## src/rtl/flash_cmd_pkg.sv

```systemverilog
package flash_cmd_pkg;
  typedef enum logic [3:0] {
    M_READ    = 4'd0,
    M_AUTOSEL = 4'd1,
    M_CFI     = 4'd2,
    M_ERASE   = 4'd3,
    M_SUSP    = 4'd4,
    M_SECURE  = 4'd5,
    M_LOCK    = 4'd6,
    M_PWD     = 4'd7,
    M_FREEZE  = 4'd8,
    M_VPROT   = 4'd9
  } mode_e;

  typedef enum logic [1:0] {
    OP_CHIP   = 2'd0,
    OP_SECTOR = 2'd1,
    OP_SUSP   = 2'd2,
    OP_RESUME = 2'd3
  } op_e;

  typedef enum logic [2:0] {
    S_IDLE, S_U1, S_U2, S_E1, S_E2, S_E3, S_X1
  } step_e;

  localparam logic [7:0] MFR_CODE = 8'h01;
  localparam logic [7:0] DEV_CODE = 8'h7E;
endpackage

```

## src/rtl/flash_cmd_seq.sv

```systemverilog
module flash_cmd_seq
  import flash_cmd_pkg::*;
#(
  parameter int ADDR_W = 20,
  parameter int CMD_AW = 16,
  localparam int SECT_W = ADDR_W - CMD_AW
) (
  input  logic              clk,
  input  logic              rst_n,
  input  logic              wr_en,
  input  logic [ADDR_W-1:0] wr_addr,
  input  logic [7:0]        wr_data,
  input  logic              op_done,
  output mode_e             mode,
  output logic              op_start,
  output op_e               op_kind,
  output logic [SECT_W-1:0] op_sector
);
  localparam logic [CMD_AW-1:0] A_AAA = CMD_AW'('hAAA);
  localparam logic [CMD_AW-1:0] A_555 = CMD_AW'('h555);
  localparam logic [CMD_AW-1:0] A_0AA = CMD_AW'('hAA);

  step_e step;
  logic  erase_is_sector;

  logic [CMD_AW-1:0] cmd_a;
  logic at_aaa, at_555, is_f0, is_cfi, is_aa_pfx, is_55_pfx;

  always_comb begin
    cmd_a     = wr_addr[CMD_AW-1:0];
    at_aaa    = (cmd_a == A_AAA);
    at_555    = (cmd_a == A_555);
    is_f0     = (wr_data == 8'hF0);
    is_cfi    = (wr_data == 8'h98) && (cmd_a == A_0AA);
    is_aa_pfx = (wr_data == 8'hAA) && at_aaa;
    is_55_pfx = (wr_data == 8'h55) && at_555;
  end

  always_ff @(posedge clk or negedge rst_n) begin
    if (!rst_n) begin
      mode            <= M_READ;
      step            <= S_IDLE;
      op_start        <= 1'b0;
      op_kind         <= OP_CHIP;
      op_sector       <= '0;
      erase_is_sector <= 1'b0;
    end else begin
      op_start <= 1'b0;
      if (op_done && mode == M_ERASE) begin
        mode <= M_READ;
        step <= S_IDLE;
      end else if (wr_en) begin
        step <= S_IDLE;
        unique case (step)
          S_IDLE: begin
            unique case (mode)
              M_READ: begin
                if (is_cfi) mode <= M_CFI;
                else if (is_aa_pfx) step <= S_U1;
              end
              M_AUTOSEL: begin
                if (is_f0) mode <= M_READ;
                else if (is_cfi) mode <= M_CFI;
              end
              M_CFI: if (is_f0) mode <= M_READ;
              M_ERASE: begin
                if (wr_data == 8'hB0 && erase_is_sector) begin
                  mode     <= M_SUSP;
                  op_start <= 1'b1;
                  op_kind  <= OP_SUSP;
                end
              end
              M_SUSP: begin
                if (wr_data == 8'h30) begin
                  mode     <= M_ERASE;
                  op_start <= 1'b1;
                  op_kind  <= OP_RESUME;
                end
              end
              default: if (wr_data == 8'h90) step <= S_X1;
            endcase
          end
          S_U1: if (is_55_pfx) step <= S_U2;
          S_U2: begin
            if (at_aaa) begin
              case (wr_data)
                8'h90: mode <= M_AUTOSEL;
                8'h80: step <= S_E1;
                8'h88: mode <= M_SECURE;
                8'h40: mode <= M_LOCK;
                8'h60: mode <= M_PWD;
                8'h50: mode <= M_FREEZE;
                8'hE0: mode <= M_VPROT;
                default: ;
              endcase
            end
          end
          S_E1: if (is_aa_pfx) step <= S_E2;
          S_E2: if (is_55_pfx) step <= S_E3;
          S_E3: begin
            if (wr_data == 8'h10 && at_aaa) begin
              mode            <= M_ERASE;
              op_start        <= 1'b1;
              op_kind         <= OP_CHIP;
              op_sector       <= '0;
              erase_is_sector <= 1'b0;
            end else if (wr_data == 8'h30) begin
              mode            <= M_ERASE;
              op_start        <= 1'b1;
              op_kind         <= OP_SECTOR;
              op_sector       <= wr_addr[ADDR_W-1:CMD_AW];
              erase_is_sector <= 1'b1;
            end
          end
          S_X1: if (wr_data == 8'h00) mode <= M_READ;
          default: ;
        endcase
      end
    end
  end
endmodule

```

## src/rtl/flash_id_read.sv

```systemverilog
module flash_id_read
  import flash_cmd_pkg::*;
#(
  parameter int ADDR_W = 20,
  parameter int CMD_AW = 16,
  localparam int NSECT = 1 << (ADDR_W - CMD_AW)
) (
  input  mode_e             mode,
  input  logic [ADDR_W-1:0] rd_addr,
  input  logic [NSECT-1:0]  prot_mask,
  output logic [7:0]        rd_data
);
  logic [CMD_AW-1:0] off;
  logic              prot_bit;

  always_comb begin
    off      = rd_addr[CMD_AW-1:0];
    prot_bit = prot_mask[rd_addr[ADDR_W-1:CMD_AW]];
    rd_data  = 8'h00;
    if (mode == M_AUTOSEL) begin
      if (off == CMD_AW'('h0))      rd_data = MFR_CODE;
      else if (off == CMD_AW'('h2)) rd_data = DEV_CODE;
      else if (off == CMD_AW'('h4)) rd_data = {7'b0, prot_bit};
    end
  end
endmodule

```

## src/rtl/flash_cmd_decoder.sv

```systemverilog
module flash_cmd_decoder
  import flash_cmd_pkg::*;
#(
  parameter int ADDR_W = 20,
  parameter int CMD_AW = 16
) (
  input  logic                                  clk,
  input  logic                                  rst_n,
  input  logic                                  wr_en,
  input  logic [ADDR_W-1:0]                     wr_addr,
  input  logic [7:0]                            wr_data,
  input  logic                                  op_done,
  input  logic [ADDR_W-1:0]                     rd_addr,
  input  logic [(1 << (ADDR_W - CMD_AW))-1:0]   prot_mask,
  output logic [3:0]                            mode,
  output logic                                  op_start,
  output logic [1:0]                            op_kind,
  output logic [ADDR_W-CMD_AW-1:0]              op_sector,
  output logic [7:0]                            rd_data
);
  mode_e mode_q;
  op_e   kind_q;

  flash_cmd_seq #(.ADDR_W(ADDR_W), .CMD_AW(CMD_AW)) u_seq (
    .clk       (clk),
    .rst_n     (rst_n),
    .wr_en     (wr_en),
    .wr_addr   (wr_addr),
    .wr_data   (wr_data),
    .op_done   (op_done),
    .mode      (mode_q),
    .op_start  (op_start),
    .op_kind   (kind_q),
    .op_sector (op_sector)
  );

  flash_id_read #(.ADDR_W(ADDR_W), .CMD_AW(CMD_AW)) u_id (
    .mode      (mode_q),
    .rd_addr   (rd_addr),
    .prot_mask (prot_mask),
    .rd_data   (rd_data)
  );

  assign mode    = mode_q;
  assign op_kind = kind_q;
endmodule

```

## config.mk

```make
export PLATFORM = sky130hd
export DESIGN_NAME = flash_cmd_decoder
export DESIGN_NICKNAME = d
export VERILOG_FILES = /design/src/rtl/flash_cmd_pkg.sv /design/src/rtl/flash_cmd_seq.sv /design/src/rtl/flash_id_read.sv /design/src/rtl/flash_cmd_decoder.sv
export SDC_FILE = /design/constraint.sdc
export NUM_CORES = 1
export LEC_CHECK = 0
export BUFFER_PORTS_ARGS = -buffer_cell sky130_fd_sc_hd__buf_2
export CAP_MARGIN = 40
export CORE_MARGIN = 2
export CORE_UTILIZATION = 49
export CTS_CLUSTER_DIAMETER = 100
export DETAILED_ROUTE_END_ITERATION = 8
export GPL_ROUTABILITY_DRIVEN = 1
export PLACE_DENSITY = 0.95
export SKIP_CTS_REPAIR_TIMING = 1
export SYNTH_ARGS = -nofsm -noshare
export SYNTH_HDL_FRONTEND = slang
export SYNTH_HIERARCHICAL = 1
export SYNTH_SLANG_ARGS = --single-unit
```

## constraint.sdc

```tcl
create_clock -name clk -period 4.1 [get_ports clk]
set_input_delay 0.615 -clock clk [delete_from_list [all_inputs] [get_ports clk]]
set_output_delay 0.615 -clock clk [all_outputs]
set_load 0.01 [all_outputs]
```

# Yosys cells after proc, flatten, opt, wreduce, memory -nomap -nowiden

Cells that the tools add are included.

Output and inout port bits: 19
Input bits: 68
Bits in registers: 15
Word-level logic and storage cells: 113

Reduce and logical (&&, ||, !) cells: 18
Equal/unequal tests: 39
Order comparisons: 1
Mux-type cells: 48
Bitwise gates (word level): 1

Operators with widths:

| cell                                                               | number |
|---|---|
| 8-bit == test (second input constant)                              | 8 |
| 4-bit 2-to-1 mux                                                   | 12 |
| 8-bit by 7-bit == test with 1-bit output (second input constant)   | 4 |
| 8-bit 2-to-1 mux                                                   | 3 |
| 4-bit case mux with 6 select lines                                 | 1 |
| 3-bit 2-to-1 mux                                                   | 7 |
| 4-bit case mux with 5 select lines                                 | 1 |
| 16-bit by 11-bit == test with 1-bit output (second input constant) | 1 |
| 16-bit by 12-bit == test with 1-bit output (second input constant) | 1 |
| 16-bit by 2-bit == test with 1-bit output (second input constant)  | 1 |
| 16-bit by 3-bit == test with 1-bit output (second input constant)  | 1 |
| 16-bit by 8-bit == test with 1-bit output (second input constant)  | 1 |
| 16-bit logical NOT                                                 | 1 |
| 4-bit case mux with 4 select lines                                 | 1 |
| 3-bit case mux with 5 select lines                                 | 1 |
| 2-bit 2-to-1 mux                                                   | 6 |
| 3-bit by 1-bit != test with 1-bit output (second input constant)   | 4 |
| 1-bit 2-to-1 mux                                                   | 10 |
| 3-bit == test (second input constant)                              | 3 |
| 4-bit by 2-bit == test with 1-bit output (second input constant)   | 2 |
| 8-bit by 5-bit == test with 1-bit output (second input constant)   | 1 |
| 8-bit by 6-bit == test with 1-bit output (second input constant)   | 1 |
| 8-bit logical NOT                                                  | 1 |
| 8-bit by 6-bit != test with 1-bit output (second input constant)   | 1 |
| 24 further kinds                                                   | 34 |

# Longest topological paths before layout

Gate-level depths: netlist of run 1.

Depth in word-level cells: 8
Gate-level depth with buffers: 8
Depth with buffers taken out: 6

# Cells and area by module

Netlist of run 1, hierarchy kept.

By module, submodules not included:

| module        | times used | cells each | area an instance (µm²) | sequential area each (µm²) |
|---|---|---|---|---|
| flash_cmd_seq | 1          | 170        | 1416.4                 | 375.4 |
| flash_id_read | 1          | 29         | 259.0                  | 0.0 |

# Least setup slack after synthesis of run 1

Ideal clock, no wire load.

Path type: input-to-output
From: in rd_addr[10]
To: out rd_data[2]
Required time: 3.485 ns
Stages: 4
Path buffers: 1
Setup slack: 1.340 ns
Data arrival time: 2.145 ns
Cell sequence: nor4b_1 > nand4_1 > nor4b_1 > buf_4

Word-level cells in the longest chain between the ends: 4
Elaborated cells on any way between the ends: 5
Classes of those cells: eq/ne: 1; mux: 3; reduce/logical: 1

Ends and longest elaborated chain:

| element                                   | RTL line                | RTL |
|---|---|---|
| from (decl)                               | flash_cmd_decoder.sv:13 | `input logic [ADDR_W-1:0] rd_addr,` |
| 16-bit by 2-bit == test with 1-bit output | flash_id_read.sv:22     | `else if (off == CMD_AW'('h2)) rd_data = DEV_CODE;` |
| 8-bit 2-to-1 mux                          | flash_id_read.sv:22     |  |
| 8-bit 2-to-1 mux *                        | flash_id_read.sv:21     | `if (off == CMD_AW'('h0)) rd_data = MFR_CODE;` |
| 8-bit 2-to-1 mux *                        | flash_id_read.sv:20     | `if (mode == M_AUTOSEL) begin` |
| to (decl)                                 | flash_cmd_decoder.sv:19 | `output logic [7:0] rd_data` |

Mark *: on every way between the ends. The rest lies on a longest branch, timed or not.

# Worst setup path after layout of run 1

From: reg u_seq.mode[1]
To: out rd_data[2]

Word-level cells in the longest chain between the ends: 2

Ends and longest elaborated chain:

| element                                  | RTL line            | RTL |
|---|---|---|
| from (decl)                              | flash_cmd_seq.sv:14 | `output mode_e mode,` |
| from (signal assigned)                   | flash_cmd_seq.sv:41 | `mode <= M_READ;` |
| from (signal assigned)                   | flash_cmd_seq.sv:50 | `mode <= M_READ;` |
| from (signal assigned)                   | flash_cmd_seq.sv:58 | `if (is_cfi) mode <= M_CFI;` |
| 4-bit by 1-bit == test with 1-bit output | flash_id_read.sv:20 |  |
| 8-bit 2-to-1 mux                         | flash_id_read.sv:20 |  |

No other way between the ends.

==> results of run 1 <==
metrics by stage:
step	total power [mW]	cell area (um^2)	hold WS (ps)	util	setup WS, ps
6_report	0.577	2100	210	0.635	1260
5_1_grt	0.620	2100	221	0.635	1100
4_1_cts	0.576	2100	215	0.633	1020
3_5_place_dp	0.492	2070	528	0.625	1160
3_3_place_gp	0.485	2070	524	0.625	1260
2_1_floorplan	0.387	1680	319	-	1340
worst max-delay path, cell delays in order, from the launching register on:
cell	delay, ps
dfrtp_1	500
or4_1	570
nor4b_1	500
clkbuf_2	240
buf_2	130
routing by layer:
metal | global-route usage | routed length (um) | up-vias
met4 | 0.0694 | 82 | 0
met5 | 0 | 0 | -
met1 | 0.273 | 2010 | 896
met3 | 0.0649 | 413 | 10
met2 | 0.407 | 2290 | 96
li1 | - | - | 935
placed cells by master (no fill, tap or decap), drive strengths merged, types with 3 or more instances in the layout:
| cell | count |
|---|---|
| nand3 | 16 |
| mux2i | 4 |
| buf | 85 |
| and4bb | 3 |
| clkbuf | 5 |
| o211ai | 3 |
| nand2 | 10 |
| o21ai | 13 |
| nor4b | 4 |
| nor2 | 12 |
| a21oi | 3 |
| inv | 7 |
| a211oi | 4 |
| mux4 | 3 |
| nor4bb | 3 |
| nor4 | 5 |
| nor2b | 7 |
| nor3 | 9 |
| nor3b | 3 |
| nand4 | 8 |
| nand3b | 4 |
| dfrtp | 15 |
area by class of cell:
type,instances,area (um^2),area share
multi-input combinational,164,1190,0.564
timing repair buffer,86,430,0.205
sequential,15,375,0.179
tap,46,57.6,0.0274
clock buffer,4,26.3,0.0125
inverter,7,26.3,0.0125
cells by family after synthesis:
family / share of synthesized area
simple gates: 0.406
compound gates: 0.220
buf+inv: 0.0680
flops: 0.224
mux: 0.0799
other cells: 0.00224
flip-flops by register name, indices dropped and copies added (netlist names):
register               cells
u_seq/op_start             1
u_seq/op_kind              2
u_seq/erase_is_sector      1
u_seq/step                 3
u_seq/op_sector            4
u_seq/mode                 4
power breakdown:
part	internal, mW	switching, mW
sequential	0.169	0.0534
clock	0.0378	0.0448
combinational	0.133	0.139
total	0.340	0.237
path summary, 6_finish.rpt:
kind | slack, ps | end
worst max register to register | 1980 | u_seq/mode[3]
min in group clk | 540 | u_seq/op_sector[0]
worst min-delay path | 210 | u_seq/op_sector[0]
max in group asynchronous | 3640 | u_seq/op_sector[2]
worst min register to register | 540 | u_seq/op_sector[0]
worst max-delay path | 1260 | rd_data[2]
==> results.md, run 1 <==
* Slew headroom at 0.626
* Status: finished clean
* Finish-stage setup viols at 0
* CTS buffer count at 3
* Yosys cell types at 64
* 1st-pass router iterations at 4
* Fin cells at 322
* Drt drc at 0
* Yosys reg bits at 15
* Via Count at 1937
* Final antenna-violating net count at 0
* Grt total ovfl at 0
* # Max-Cap Violations at 0
* Post-Route WL at 4800 um
* CTS tree: done
* Sink Count at 15
* GRT Total Usage at 0.231
* Synth async-reset ratio at 1.00
* Vias/cell at 6.02
* CP Launch Type: flip-flop
* Routability cong. at ~0.91
* Post-synthesis cell count at 199
* Net Count, Synth at 267
* Die height at about 62 um
* Worst skew pair latency at 280 ps
* Total core area at between 0.003 and 0.004 mm^2
* PortBufs at between 80 and 90
* Setup crit end kind: primary output
* Vias in the first global route at roughly 1.7k
* Synth top cells by count: 16 x nand3_1, 15 x dfrtp_1, 13 x o21ai_0
* Inst Count DP at 317
* Clock Skews at 10.3 ps
* Least-Margin Pin Slew at 554 ps
* Synth warn at 6
* Required time worst endpoint at 3480 ps
* Number of synthesized flops with an enable pin at 0
* IO Count at 87
* Worst R2R Start: u_seq/step[2]
* Core Rows at 21
* Setup TNS Final at 0 ps
* Top_reg_cell synth: dfrtp_1
* RSZ-0062 raised after global routing: no
* Die Footprint at 0.00390 mm^2
* Crit-path max FO at 10
* Biggest area consumer among synthesized cells: dfrtp_1
* Share of the synthesized area in the top cell type at 0.224
* Maximum vdd drop at 147 uV
* Crit path from: u_seq/mode[1]
* R2R depth at 6
* Die width at 62.5 um
* Synth-to-layout area growth at 25.5%
* Final Max Tran Viols at 0
* DR iter-0 viols at 62
* Setup Crit Path Kind: flip-flop to primary output
* Htree depth at 1
* # diodes at 0
* Top post-synthesis cells by area: dfrtp_1 22%, nand3_1 4.8%, mux4_1 4.7%
* Initial antenna violation count at 0
* Wire per inst at roughly 15 um
* Largest net degree at the start of global routing at 16
* Final Hold Viols at 0
* Final Critical Period at about 2800 ps
* Layout net count at 345
* Sequential fraction of the synthesis area at 0.224
* Worst-path clk slew at 90 ps
* WP data arrival at ~2200 ps
* First-pass GRT wire length at about 7500 um
* Syn Area/Cell at between 8 and 9 um^2
* CTS root buf: clkbuf_4
* P_leak at 0.967 nW
* Fmax at 352 MHz
* Layout cells sized above 1 at 0.373
* Filler Cells Inserted at 296
* Final period util at 0.693
* CTS Buffer Depth at 2
* PwrDens at 275 mW/mm^2
* HPWL after detailed placement at 3870 um
* Starting Density at 0.506
* HP Class: input pin to async pin
* Post-synthesis cell area at 0.00168 mm^2
* Most common cell in the netlist: nand3_1
Power figures use the tool's default switching activity.
==> run 2: changes to the inputs <==
--- a/config.mk
+++ b/config.mk
@@ -5,14 +5,15 @@
 export SDC_FILE = /design/constraint.sdc
 export NUM_CORES = 1
 export LEC_CHECK = 0
+export ABC_AREA = 1
 export BUFFER_PORTS_ARGS = -buffer_cell sky130_fd_sc_hd__buf_2
 export CAP_MARGIN = 40
 export CORE_MARGIN = 2
-export CORE_UTILIZATION = 49
+export CORE_UTILIZATION = 48
 export CTS_CLUSTER_DIAMETER = 100
 export DETAILED_ROUTE_END_ITERATION = 8
 export GPL_ROUTABILITY_DRIVEN = 1
-export PLACE_DENSITY = 0.95
+export PLACE_DENSITY = 0.92
 export SKIP_CTS_REPAIR_TIMING = 1
 export SYNTH_ARGS = -nofsm -noshare
 export SYNTH_HDL_FRONTEND = slang
==> constraint.sdc (replaced) <==
create_clock -name clk -period 2.8 [get_ports clk]
set_input_delay 0.42 -clock clk [delete_from_list [all_inputs] [get_ports clk]]
set_output_delay 0.42 -clock clk [all_outputs]
set_load 0.01 [all_outputs]
==> run 2 against run 1 <==
Compared with the run above: register-to-register slack worse by 920 ps; global-route usage is 1.7 points higher; power is 50% higher; via count is 25% higher; non-clock buffer count is 1 lower; cell count is 52% higher; critical path depth is 2 higher; combinational power is 54% higher; routed wire length is 9.5% higher; sequential cell count stayed put; clock skew is 9.3 ps lower; largest cell class unchanged; highest routed layer unchanged.
==> results.md, run 2 <==
* Final setup margin at 598 ps (-660 ps)
* Worst R2R Start: u_seq/mode[2]
* Layout net count at 510 (+48%)
* Required time worst endpoint at 2380 ps (-1100 ps)
* Final Hold Viols at 0 (unchanged)
* Synth warn at 6 (unchanged)
* # diodes at 0 (unchanged)
* Core Rows at 22 (+4.8%)
* Post-Route WL at 5250 um (+9.5%)
* First-pass GRT wire length at 8830 um (+18%)
* HPWL after detailed placement at 4480 um (+16%)
* Most common cell in the netlist: nand2_1
* Post-synthesis cell count at 361 (+81%)
* Htree depth at 1 (unchanged)
* R2R depth at 9 (+3)
* Syn Area/Cell at 5.25 um^2 (-38%)
* Worst reg2reg setup slack at 1060 ps (-920 ps)
* Combinational share of power at 0.484 (+0.013)
* Number of synthesized flops with an enable pin at 0 (unchanged)
* Most frequent cells in the layout: 130 x nand2_1, 85 x buf_2, 59 x nor2_1, 47 x inv_1, 45 x nand3_1
* Least-Margin Pin Slew at 566 ps (+12.3 ps)
* Psw at 0.356 mW (+50%)
* CTS buffer count at 3 (unchanged)
* Finished Cell Area at 0.00235 mm^2 (+12%)
* Power share of the sequential group at 0.324 (-0.062)
* Crit-path max FO at 8 (-2)
* Total power at 0.867 mW (+50%)
* Largest net degree at the start of global routing at 16 (unchanged)
* Vias in the first global route at 2258 (+32%)
* CP Buf/Inv Count at 1 (-1)
* Synth top cells by count: 130 x nand2_1, 59 x nor2_1, 47 x inv_1
* DP Area at 0.00230 mm^2 (+11%)
* Net Count, Synth at 429 (+61%)
* Die Footprint at 0.00447 mm^2 (+14%)
* CP Launch Type: flip-flop
* CP max stage cell: dfrtp_1
* Clock power frac at 0.193 (+0.050)
* Final antenna-violating net count at 0 (unchanged)
* Yosys cell types at 26 (-59%)
* Int Pwr at 0.511 mW (+50%)
* Share of the synthesized area in the top cell type at 0.257 (+0.0334)
* Top_reg_cell synth: dfrtp_1
* Worst-path clk slew at 60 ps (-30 ps)
* RSZ-0062 raised after global routing: no
* Most common cell after layout, fill and taps aside: nand2_1
* Grt total ovfl at 0 (unchanged)
* Crit path from: u_seq/mode[1]
* DR iter-0 viols at 118 (+90%)
* Slew headroom at 0.619 (-0.00648)
* Maximum vdd drop at 296 uV (+100%)
* CP max stage delay at 450 ps (-120 ps)
* Total core area at 0.00372 mm^2 (+12%)
* HP Class: input pin to async pin
* Sequential fraction of the synthesis area at 0.198 (-0.0260)
* Sink Count at 15 (unchanged)
* Yosys reg bits at 15 (unchanged)
* Via Count at 2416 (+25%)
* Layout cells sized above 1 at 0.236 (-0.137)
* Status: finished clean
* CTS root buf: clkbuf_8
* Die height at 66.8 um (+7.0%)
* Biggest area consumer among synthesized cells: nand2_1
* Worst-path cell chain: nor2_1 > nand3b_1 > nor2_1 > nand3_1 > nor4_1 > buf_2
* Die width at 66.8 um (+7.0%)
* Routability cong. at 0.944 (+4.2%)
* Dpl ws at 808 ps (-348 ps)
* IO Count at 87 (unchanged)
* Setup Crit Path Kind: flip-flop to primary output
* Post-synthesis cell area at 0.00190 mm^2 (+13%)
* Top post-synthesis cells by area: nand2_1 26%, dfrtp_1 20%, nand3_1 12%
* Worst flop-to-flop path endpoint: u_seq/mode[0]
* PwrDens at 369 mW/mm^2 (+34%)
* Synth async-reset ratio at 1.00 (unchanged)
* # Max-Cap Violations at 0 (unchanged)
* P_leak at 1.44 nW (+49%)
* Clock Skews at 0.950 ps (-9.31 ps)
* Setup TNS Final at 0 ps (unchanged)
* Initial antenna violation count at 0 (unchanged)
* WP data arrival at 1780 ps (-450 ps)
* Finish-stage setup viols at 0 (unchanged)
* Most used cell, CP: nor2_1
* CTS tree: done
* Setup crit end kind: primary output
* CTS Buffer Depth at 2 (unchanged)
* Final Critical Period at 2200 ps
* Vias/cell at 4.94 (-18%)
* Worst skew pair latency at 240 ps (-40 ps)
* 1st-pass router iterations at 4 (unchanged)
* PortBufs at 85 (unchanged)
* Synth-to-layout area growth at 23.8%
* Fmax at 454 MHz
* Final Max Tran Viols at 0 (unchanged)
* Wire per inst at 10.7 um (-28%)
* Starting Density at 0.510 (+0.00405)
* Drt drc at 0 (unchanged)
* GRT Total Usage at 0.248 (+0.0169)
* Regs by FF count: u_seq/mode: 4 flops, u_seq/op_sector: 4 flops, u_seq/step: 3 flops
* Cell family with most CP delay: simple AND/OR/NAND/NOR gates
* Final period util at 0.787
* Switching share of power at 0.410 (about the same)
run 2: changes by cell type in the layout (fill, tap and decap cells not counted), moves of 7 or more:
cell	change
inv_1	+40
nand3_1	+29
nor2b_1	-7
nand2_1	+120
nor2_1	+47
run 2: worst max path at each step:
stage / endpoint / slack (ps) / cells after the start
after detailed placement: rd_data[4] / 810 / 7
after global routing: rd_data[6] / 340 / 6
after floorplan: rd_data[2] / 600 / 6
final: rd_data[5] / 600 / 6
after CTS: rd_data[4] / 570 / 6
after global placement: rd_data[1] / 860 / 7
run 2: through the flow:
step                cells  utilization  hold slack (ps)
floorplan             361            -              124
global placement      485        0.620              334
detailed placement    485        0.620              339
CTS                   489        0.632             75.1
global route          489        0.632             99.4
finish                489        0.632             68.7
run 2: per-layer routing:
layer / routed length, um / track usage
met5: 0 / 0
met4: 75 / 0.0740
met3: 393 / 0.0186
met2: 2550 / 0.465
met1: 2230 / 0.299
run 2: kinds of logic (layout without fill, tap and decap cells):
group,count (synthesis),count (layout),synth area share
flops,15,15,0.198
other cells,1,1,0.00198
buf+inv,61,141,0.149
compound gates,23,23,0.0647
simple gates,261,261,0.587
run 2: area by class of cell:
type	instances	area (um^2)
Clock buffer	4	45.0
Inverter	52	203
Timing Repair Buffer	85	425
Fill cell	363	1370
Sequential cell	15	375
Tap cell	48	60.1
Multi-Input combinational cell	285	1240
run 2: power by group through the flow:
stage / Combinational (mW) / Clock [mW] / Sequential, mW
global route: 0.489 / 0.185 / 0.287
CTS: 0.418 / 0.176 / 0.281
detailed placement: 0.415 / 0 / 0.285
global placement: 0.415 / 0 / 0.282
finish: 0.419 / 0.167 / 0.281
floorplan: 0.265 / 0 / 0.294
